[src/rtl/link_char_sel.sv]
module link_char_sel #(
  parameter int LW = 9,
  parameter logic [LW-1:0] SEED = '1
) (
  input  logic       clk,
  input  logic       rst_n,
  input  logic [7:0] din,
  input  logic       is_ctrl,
  input  logic       send_viol,
  input  logic       load_now_n,
  input  logic       load_next_n,
  input  logic       raw_mode,
  input  logic       bist_n,
  output logic [9:0] tx_char,
  output logic       tx_vld
);
  localparam logic [9:0] VIOL = 10'b1111110000;

  logic          rd, rd_d, pend, alt, alt_d;
  logic [LW-1:0] lfsr, lfsr_d;
  logic [9:0]    code;
  logic [7:0]    eb;
  logic          ek, load, bist;

  assign load = ~load_now_n | pend;
  assign bist = ~bist_n;

  function automatic logic [5:0] six(input logic [4:0] x);
    case (x)
      5'd0:  six = 6'b100111; 5'd1:  six = 6'b011101; 5'd2:  six = 6'b101101; 5'd3:  six = 6'b110001;
      5'd4:  six = 6'b110101; 5'd5:  six = 6'b101001; 5'd6:  six = 6'b011001; 5'd7:  six = 6'b111000;
      5'd8:  six = 6'b111001; 5'd9:  six = 6'b100101; 5'd10: six = 6'b010101; 5'd11: six = 6'b110100;
      5'd12: six = 6'b001101; 5'd13: six = 6'b101100; 5'd14: six = 6'b011100; 5'd15: six = 6'b010111;
      5'd16: six = 6'b011011; 5'd17: six = 6'b100011; 5'd18: six = 6'b010011; 5'd19: six = 6'b110010;
      5'd20: six = 6'b001011; 5'd21: six = 6'b101010; 5'd22: six = 6'b011010; 5'd23: six = 6'b111010;
      5'd24: six = 6'b110011; 5'd25: six = 6'b100110; 5'd26: six = 6'b010110; 5'd27: six = 6'b110110;
      5'd28: six = 6'b001110; 5'd29: six = 6'b101110; 5'd30: six = 6'b011110; default: six = 6'b101011;
    endcase
  endfunction

  function automatic logic k_ok(input logic [7:0] b);
    k_ok = (b[4:0] == 5'd28) ||
           (b[7:5] == 3'd7 && (b[4:0] == 5'd23 || b[4:0] == 5'd27 || b[4:0] == 5'd29 || b[4:0] == 5'd30));
  endfunction

  function automatic logic [10:0] enc(input logic [7:0] b, input logic k, input logic r);
    logic [4:0] x; logic [2:0] y; logic [5:0] s6; logic [3:0] s4; logic r1, a7;
    x = b[4:0]; y = b[7:5];
    s6 = (k && x == 5'd28) ? 6'b001111 : six(x);
    r1 = ($countones(s6) != 3) ? ~r : r;
    if (r && ($countones(s6) != 3 || (!k && x == 5'd7))) s6 = ~s6;
    a7 = k || (!r1 && (x == 5'd17 || x == 5'd18 || x == 5'd20)) ||
               (r1 && (x == 5'd11 || x == 5'd13 || x == 5'd14));
    case (y)
      3'd0: s4 = 4'b1011;
      3'd1: s4 = k ? 4'b0110 : 4'b1001;
      3'd2: s4 = k ? 4'b1010 : 4'b0101;
      3'd3: s4 = 4'b1100;
      3'd4: s4 = 4'b1101;
      3'd5: s4 = k ? 4'b0101 : 4'b1010;
      3'd6: s4 = k ? 4'b1001 : 4'b0110;
      default: s4 = a7 ? 4'b0111 : 4'b1110;
    endcase
    enc[10] = ($countones(s4) != 2) ? ~r1 : r1;
    if (r1 && ($countones(s4) != 2 || y == 3'd3 || k)) s4 = ~s4;
    enc[9:0] = {s6, s4};
  endfunction

  always_comb begin
    rd_d = rd; lfsr_d = lfsr; alt_d = alt; eb = 8'hBC; ek = 1'b1; code = VIOL;
    if (raw_mode) begin
      code = {din, is_ctrl, send_viol};
    end else if (send_viol) begin
      if (bist) lfsr_d = SEED;
    end else begin
      if (bist && load) begin
        eb = lfsr[7:0]; ek = 1'b0; lfsr_d = {lfsr[LW-2:0], lfsr[LW-1] ^ lfsr[4]};
      end else if (bist) begin
        eb = alt ? 8'hB5 : 8'h4A; ek = 1'b0; alt_d = ~alt;
      end else if (load) begin
        eb = din; ek = is_ctrl;
      end
      if (!ek || k_ok(eb)) {rd_d, code} = enc(eb, ek, rd);
    end
  end

  always_ff @(posedge clk or negedge rst_n)
    if (!rst_n) begin
      tx_char <= '0; tx_vld <= 1'b0; rd <= 1'b0; pend <= 1'b0; alt <= 1'b0; lfsr <= SEED;
    end else begin
      tx_char <= code; tx_vld <= 1'b1; rd <= rd_d; pend <= ~load_next_n; alt <= alt_d; lfsr <= lfsr_d;
    end

  a_r1_vld: assert property (@(posedge clk) disable iff (!rst_n) 1'b1 |=> tx_vld);
  a_r4_idle: assert property (@(posedge clk) disable iff (!rst_n)
    !raw_mode && !send_viol && bist_n && !load |=> tx_char == 10'b0011111010 || tx_char == 10'b1100000101);
  a_r5_badk: assert property (@(posedge clk) disable iff (!rst_n)
    !raw_mode && !send_viol && bist_n && load && is_ctrl && !k_ok(din) |=> tx_char == VIOL);
  a_r6_balance: assert property (@(posedge clk) disable iff (!rst_n)
    !raw_mode && !send_viol && (bist || !load || !is_ctrl || k_ok(din))
    |=> $countones(tx_char) >= 4 && $countones(tx_char) <= 6);
  a_r7_viol: assert property (@(posedge clk) disable iff (!rst_n) !raw_mode && send_viol |=> tx_char == VIOL);
  a_r7_rd_hold: assert property (@(posedge clk) disable iff (!rst_n) raw_mode || send_viol |=> $stable(rd));
  a_r10_reseed: assert property (@(posedge clk) disable iff (!rst_n)
    !raw_mode && send_viol && bist |=> lfsr == SEED);
  a_r11_raw: assert property (@(posedge clk) disable iff (!rst_n)
    raw_mode |=> tx_char == $past({din, is_ctrl, send_viol}) && $stable(lfsr));
endmodule

[config.mk]
export PLATFORM = sky130hd
export DESIGN_NAME = link_char_sel
export DESIGN_NICKNAME = d
export VERILOG_FILES = /design/src/rtl/link_char_sel.sv
export SDC_FILE = /design/constraint.sdc
export NUM_CORES = 1
export LEC_CHECK = 0
export BUFFER_PORTS_ARGS = -buffer_cell sky130_fd_sc_hd__buf_2
export CAP_MARGIN = 20
export CORE_MARGIN = 3
export CORE_UTILIZATION = 60
export CTS_CLUSTER_DIAMETER = 100
export DETAILED_ROUTE_END_ITERATION = 8
export GPL_ROUTABILITY_DRIVEN = 0
export PLACE_DENSITY = 0.93
export SYNTH_ARGS = -nofsm -noshare
export SYNTH_HDL_FRONTEND = slang
export SYNTH_SLANG_ARGS = --single-unit
[constraint.sdc]
create_clock -name clk -period 19.6 [get_ports clk]
set_clock_uncertainty 0.1 [all_clocks]
set_input_delay 0.98 -clock clk [delete_from_list [all_inputs] [get_ports clk]]
set_output_delay 0.98 -clock clk [all_outputs]
set_load 0.02 [all_outputs]
==> results of run 1 <==
==> final cells by class <==
cell class,instances,area [sq um]
multi-input cells,181,1300
fillers,236,963
flip-flops and latches,23,587
repair buffers,27,138
well taps,44,55.1
inverters,8,30.0
clock buffers,4,26.3
==> worst paths after layout <==
check,start,to,cells past startpoint
setup / recovery,load_now_n,tx_char[0],26
hold / removal,lfsr[1],lfsr[1],2
setup reg to reg,pend,tx_char[0],25
hold reg to reg,lfsr[1],lfsr[1],2
max in group asynchronous,rst_n,lfsr[1],1
min in group asynchronous,rst_n,tx_char[1],1
==> power by group through the flow <==
stage	sequential (uW)	clock (uW)	combinational, uW
3_5_place_dp	70.1	0	157
6_report	69.2	22.0	158
3_3_place_gp	69.7	0	151
4_1_cts	69.3	22.2	158
2_1_floorplan	75.9	0	117
5_1_grt	70.7	24.6	178
==> synthesized netlist by cell type, types with 6 or more instances <==
master,instances
a21oi_1,9
dfrtp_1,14
dfstp_2,9
ha_1,11
inv_1,8
nand2_1,17
nand3_1,10
nand3b_1,6
nor2_1,15
nor2b_1,8
nor3_1,7
o21ai_0,19
xnor2_1,9
xor2_1,7
==> flip-flops by register name (all words and copies together) (netlist names) <==
name     count
rd           1
tx_char     10
pend         1
alt          1
lfsr         9
tx_vld       1
==> metal layers <==
metal	global-route usage	vias up	share of wire
met2	0.378	92	0.46
met5	0	-	0
li1	-	844	-
met4	0.0970	0	0.026
met1	0.308	818	0.42
met3	0.0446	12	0.091
==> cells by family (layout without fill, tap and decap cells) <==
kind of cell / after synthesis / in the layout / share of synthesized area
buffers and inverters: 21 / 39 / 0.0521
multiplexers: 5 / 5 / 0.0251
flip-flops: 23 / 23 / 0.294
XOR/XNOR: 16 / 16 / 0.0703
AND/OR/NAND/NOR: 80 / 80 / 0.210
AO/OA/AOI/OAI: 64 / 64 / 0.237
adder cells (fa/ha/maj): 15 / 15 / 0.109
other: 1 / 1 / 0.00188
==> stage by stage <==
step | setup WS, ns | utilization | std cells | instance area, sq um
after floorplan | 12.00 | - | 225 | 1990
after global placement | 11.22 | 0.681 | 283 | 2110
after detailed placement | 11.03 | 0.681 | 283 | 2110
after global routing | 10.87 | 0.690 | 287 | 2140
final | 11.34 | 0.690 | 287 | 2140
after CTS | 11.35 | 0.690 | 287 | 2140
==> worst max-delay path: stages <==
cell	delay, ns
buf_2	0.11
nand2b_1	0.36
a21oi_1	0.18
o21ai_0	0.67
inv_1	0.24
ha_1	0.35
a221oi_1	0.51
fa_1	0.51
inv_1	0.09
fa_1	0.42
ha_1	0.20
inv_1	0.06
fa_1	0.41
nand3b_1	0.27
xnor2_1	0.40
nand3_1	0.12
o32a_1	0.20
o21a_1	0.23
fa_1	0.51
inv_1	0.05
ha_1	0.19
ha_1	0.26
nor3b_1	0.43
a31oi_4	0.19
or3b_1	0.41
nand3_1	0.08
==> cell usage in the layout, fill, tap and decap left out, types with 2 or more instances in the layout <==
cell type	n
a21oi_1	9
ha_1	11
dfrtp_1	14
nand3b_1	6
nand2b_1	2
xnor2_1	9
xor2_1	7
nand2_1	17
a221oi_1	3
a31oi_1	2
o21a_1	4
and3_1	3
buf_2	26
nor2b_1	8
inv_1	8
o311a_1	3
mux2i_1	5
a22o_1	3
o21ai_0	19
nor2_1	15
fa_1	4
clkbuf_4	3
o21ai_1	3
dfstp_2	9
nor3_1	7
nand3_1	10
nor4_1	2
a211oi_1	3
o211a_1	3
==> results_dict.tcl, run 1 <==
set metrics [dict create \
    status "complete, no violations" \
    clock_power_share 0.088 \
    syn2layout_area_growth_pct 7.28 \
    cap_violations 0 \
    timing.hold.ws_ns 0.402 \
    worstPathArrival_ns 8.43 \
    initial_utilization 0.643 \
    grt_usage 0.235 \
    syn_avg_cell_area_sq_um 8.86 \
    cts.sink_count 23 \
    synth_largest_area_cell "dfrtp_1" \
    hold_viol 0 \
    fmax_mhz 121 \
    cellLeakagePower_uw 0.000922 \
    ant_nets 0 \
    yosys-top-cells-area "dfrtp_1 18%, dfstp_2 12%, ha_1 6.9%" \
    p_per_area_nw_per_um2 117 \
    power_frac_seq 0.278 \
    ys_ff_latch 23 \
    antenna_found_initial 0 \
    syn_area_sq_um 1990 \
    drive_gt1_frac 0.198 \
    synth_top_area_share 0.176 \
    drtPass1Iterations 4 \
    sw_frac_of_total 0.460 \
    synth-main-ff-cell "dfrtp_1" \
    cts_buffer_depth 2 \
    startpoint_type "primary input" \
    finalCritPeriodShare 0.421 \
    finalMaxSlewViolations 0 \
    routed_wl_microns 4470 \
    yosysWarnings 0 \
    hold_class "flip-flop to flip-flop" \
    antennaDiodeCount 0 \
    tritoncts "yes" \
    end_kind "flip-flop" \
    netlist_instances 225 \
    grt_pass1_vias 1654 \
    wl_per_cell_microns 15.6 \
    drc 0 \
    syn_nets 256 \
    grt_max_degree 25 \
    ys_types 54 \
    io_pins 27 \
    fin_tns_setup_ns 0 \
    peakVddDrop_v 0.0000751 \
    setup_viol 0 \
    rsz0062_at_grt "no" \
    required_ns 19.77 \
    cts_hold_buffers 0 \
    synthArstFlopShare 1.00 \
    fin_nets 275 \
    power_uw 249 \
    cts_made_buffers 3 \
    port_buffers 26 \
    root_buffer "clkbuf_4" \
    r2r_slack_ns 11.65 \
    core_sq_um 3100 \
    htreeDepth 1 \
    drtIter0Drc 167 \
    grt_first_pass_wirelength_microns 7610 \
    power.internal_uw 135 \
    power_switching_uw 115 \
    place_hpwl_microns 3440 \
    cts_resized 0 \
    overflow 0 \
    p_comb_frac 0.634 \
    clk_pin_slew_ns 0.13 \
    core.rowCount 20 \
    routed_via_density 6.15 \
    period_minus_slack_ns 8.26 \
    path_class "primary input to flip-flop" \
    synth_edf_count 0 \
    die_w_microns 63.7 \
    die_y_microns 63.7 \
    vias 1766 \
    clk-insertion-delay-late_ns 0.32 \
    cp_max_fo 14 \
    cts_setup_buffers 0 \
    max_slew_margin 0.376 \
    dieArea_sq_um 4050 \
    tightest_slew_ns 0.929 \
    ys_seq_area_frac 0.294 \
]
Note: power is estimated with default switching activity, not from simulation.
==> inputs of run 2 (changes only) <==
- CORE_UTILIZATION: 60 -> 52
- PLACE_DENSITY: 0.93 -> 0.86
- clock period: 19.6 -> 7.5 ns (I/O delays scaled with it)
==> run 2 against run 1 <==
Compared with the run above: combinational power grew to 2.8 times the previous value; first-iteration DRC count up 3.6%; sequential share of layout area is 0.93 points lower; cell count grew 2.1%; routed wire length rose by 6.8%; count of clock-buffer cells in the layout shrank 1; cell area increased by 3.5%; non-clock buffer count increased by 4; via count increased by 1.2%; clock power rose to 3.5 times the previous value; largest power group unchanged; highest routed layer unchanged.
==> results_dict.tcl, run 2 (synthesized netlist as in run 1, its figures left out) <==
set metrics [dict create \
    place_hpwl_microns 3510 \
    rr_worst_depth 27 \
    timing.rr.start "pend" \
    fmax_mhz 141 \
    dpl-instance-area_sq_um 2130 \
    peakVddDrop_v 0.000201 \
    finalCritPeriodShare 0.948 \
    ant_nets 0 \
    grt_usage 0.230 \
    cp-startpoint "pend" \
    routed_via_density 6.10 \
    grt_first_pass_wirelength_microns 8050 \
    hold_depth 2 \
    dp_cells 287 \
    root_buffer "clkbuf_8" \
    worstPathArrival_ns 7.22 \
    cts_made_buffers 3 \
    sw_frac_of_total 0.444 \
    mostFrequentLayoutCell "buf_2" \
    top_regs "tx_char x10, lfsr x9" \
    antenna_found_initial 0 \
    largest_reg_flops 10 \
    power_frac_seq 0.260 \
    p_comb_frac 0.629 \
    port_buffers 26 \
    tritoncts "yes" \
    required_ns 7.61 \
    fillers 300 \
    initial_utilization 0.566 \
    wl_per_cell_microns 16.3 \
    syn2layout_area_growth_pct 11.0 \
    rsz0062_at_grt "no" \
    hold_viol 0 \
    status "complete, no violations" \
    layout_common_cells "26 x buf_2, 19 x o21ai_0, 17 x nand2_1" \
    vias 1788 \
    core_sq_um 3520 \
    tightest_slew_ns 0.945 \
    setup_viol 0 \
    core.rowCount 21 \
    drive_gt1_frac 0.223 \
    io_pins 27 \
    fin_cells 293 \
    drc 0 \
    fin_nets 279 \
    overflow 0 \
    hold-path-endpoint "pend" \
    max_slew_margin 0.365 \
    cellLeakagePower_uw 0.000965 \
    hold_class "primary input to flip-flop" \
    power.internal_uw 390 \
    grt_max_degree 25 \
    period_minus_slack_ns 7.11 \
    p_per_area_nw_per_um2 317 \
    startpoint_type "flip-flop" \
    clk-insertion-delay-late_ns 0.27 \
    dieArea_sq_um 4610 \
    final_util 0.629 \
    finalMaxSlewViolations 0 \
    cap_violations 0 \
    fin_tns_setup_ns 0 \
    end_kind "flip-flop" \
    path_class "flip-flop to flip-flop" \
    power_switching_uw 312 \
    cts_buffer_depth 2 \
    clock_power_share 0.111 \
    antennaDiodeCount 0 \
    worstReg2RegEnd "tx_char[0]" \
    r2r_slack_ns 0.39 \
    grt_pass1_vias 1630 \
    htreeDepth 1 \
    die_y_microns 67.9 \
    regMostFlops "tx_char" \
    die_w_microns 67.9 \
    min-delay-start "load_next_n" \
    drtIter0Drc 173 \
    cts.sink_count 23 \
    cp_max_fo 10 \
    final_cell_area_sq_um 2210 \
    routed_wl_microns 4780 \
    drtPass1Iterations 4 \
    clk_pin_slew_ns 0.09 \
]
run 2: changes by cell type in the layout (fill, tap and decap cells not counted), sizes merged:
cell	before	now
buf	27	30
clkbuf	4	3
dlygate4sd3	0	1
clkinv	0	1
run 2: worst max-delay path, cell delays in order, from the launching register on:
cell and delay (ns):
dfrtp_1 0.42, nand2b_1 0.23, buf_4 0.21, nand3_1 0.08, o21ai_0 0.14, buf_4 0.21, ha_1 0.28, nor3_1 0.29
a221oi_1 0.08, o211a_1 0.26, fa_1 0.55, inv_1 0.06, fa_1 0.45, ha_1 0.20, inv_1 0.06, fa_1 0.40
nand3b_1 0.29, xnor2_2 0.22, o32a_1 0.35, o21a_1 0.23, fa_1 0.51, inv_1 0.04, ha_1 0.19, ha_1 0.27
nor3b_2 0.28, a31oi_4 0.17, or3b_1 0.41, nand3_1 0.09
run 2: metrics by stage:
step           total power (uW)  hold slack (ns)  setup WS (ns)
6_report                    701            0.144          0.392
5_1_grt                     768            0.150         0.0211
4_1_cts                     676            0.143         0.0847
3_5_place_dp                593            0.273          0.159
3_3_place_gp                581            0.260          0.213
2_1_floorplan               504          -0.0206          0.407
run 2: per-layer routing:
| layer | vias to the layer above | global-route usage | part of all wire |
|---|---|---|---|
| li1 | 858 | - | - |
| met1 | 829 | 0.324 | 0.43 |
| met2 | 93 | 0.362 | 0.48 |
| met3 | 8 | 0.0394 | 0.080 |
| met4 | 0 | 0.0645 | 0.015 |
| met5 | - | 0 | 0 |
run 2: worst max path at each step:
stage,end,slack [ns],cells after the start
final,tx_char[0],0.39,27
after global placement,tx_char[0],0.21,28
after floorplan,tx_char[0],0.41,26
after CTS,tx_char[0],0.08,28
after detailed placement,tx_char[0],0.16,28
after global routing,tx_char[0],0.02,27
run 2: repair_timing:
item                       in CTS  in global routing
hold buffers                    1                  0
hold endpoints to repair       14                  0
gates resized for setup         0                  3
setup buffers                   0                  1
setup endpoints to repair       0                  5
run 2: layout make-up:
class / instances / area [sq um] / share of cell area
Clock inverter: 1 / 5.00 / 0.00226
Timing Repair Buffer: 31 / 170 / 0.0768
Multi-Input combinational cell: 181 / 1320 / 0.598
Tap cell: 46 / 57.6 / 0.0260
Clock buffer: 3 / 41.3 / 0.0186
Inverter: 8 / 30.0 / 0.0136
Sequential cell: 23 / 587 / 0.265
run 2: power by group through the flow:
stage               clock (uW)  sequential, uW  combinational (uW)
finish                    77.9             182                 441
global route              86.0             187                 496
CTS                       80.4             182                 414
detailed placement           0             184                 409
global placement             0             182                 398
floorplan                    0             198                 306
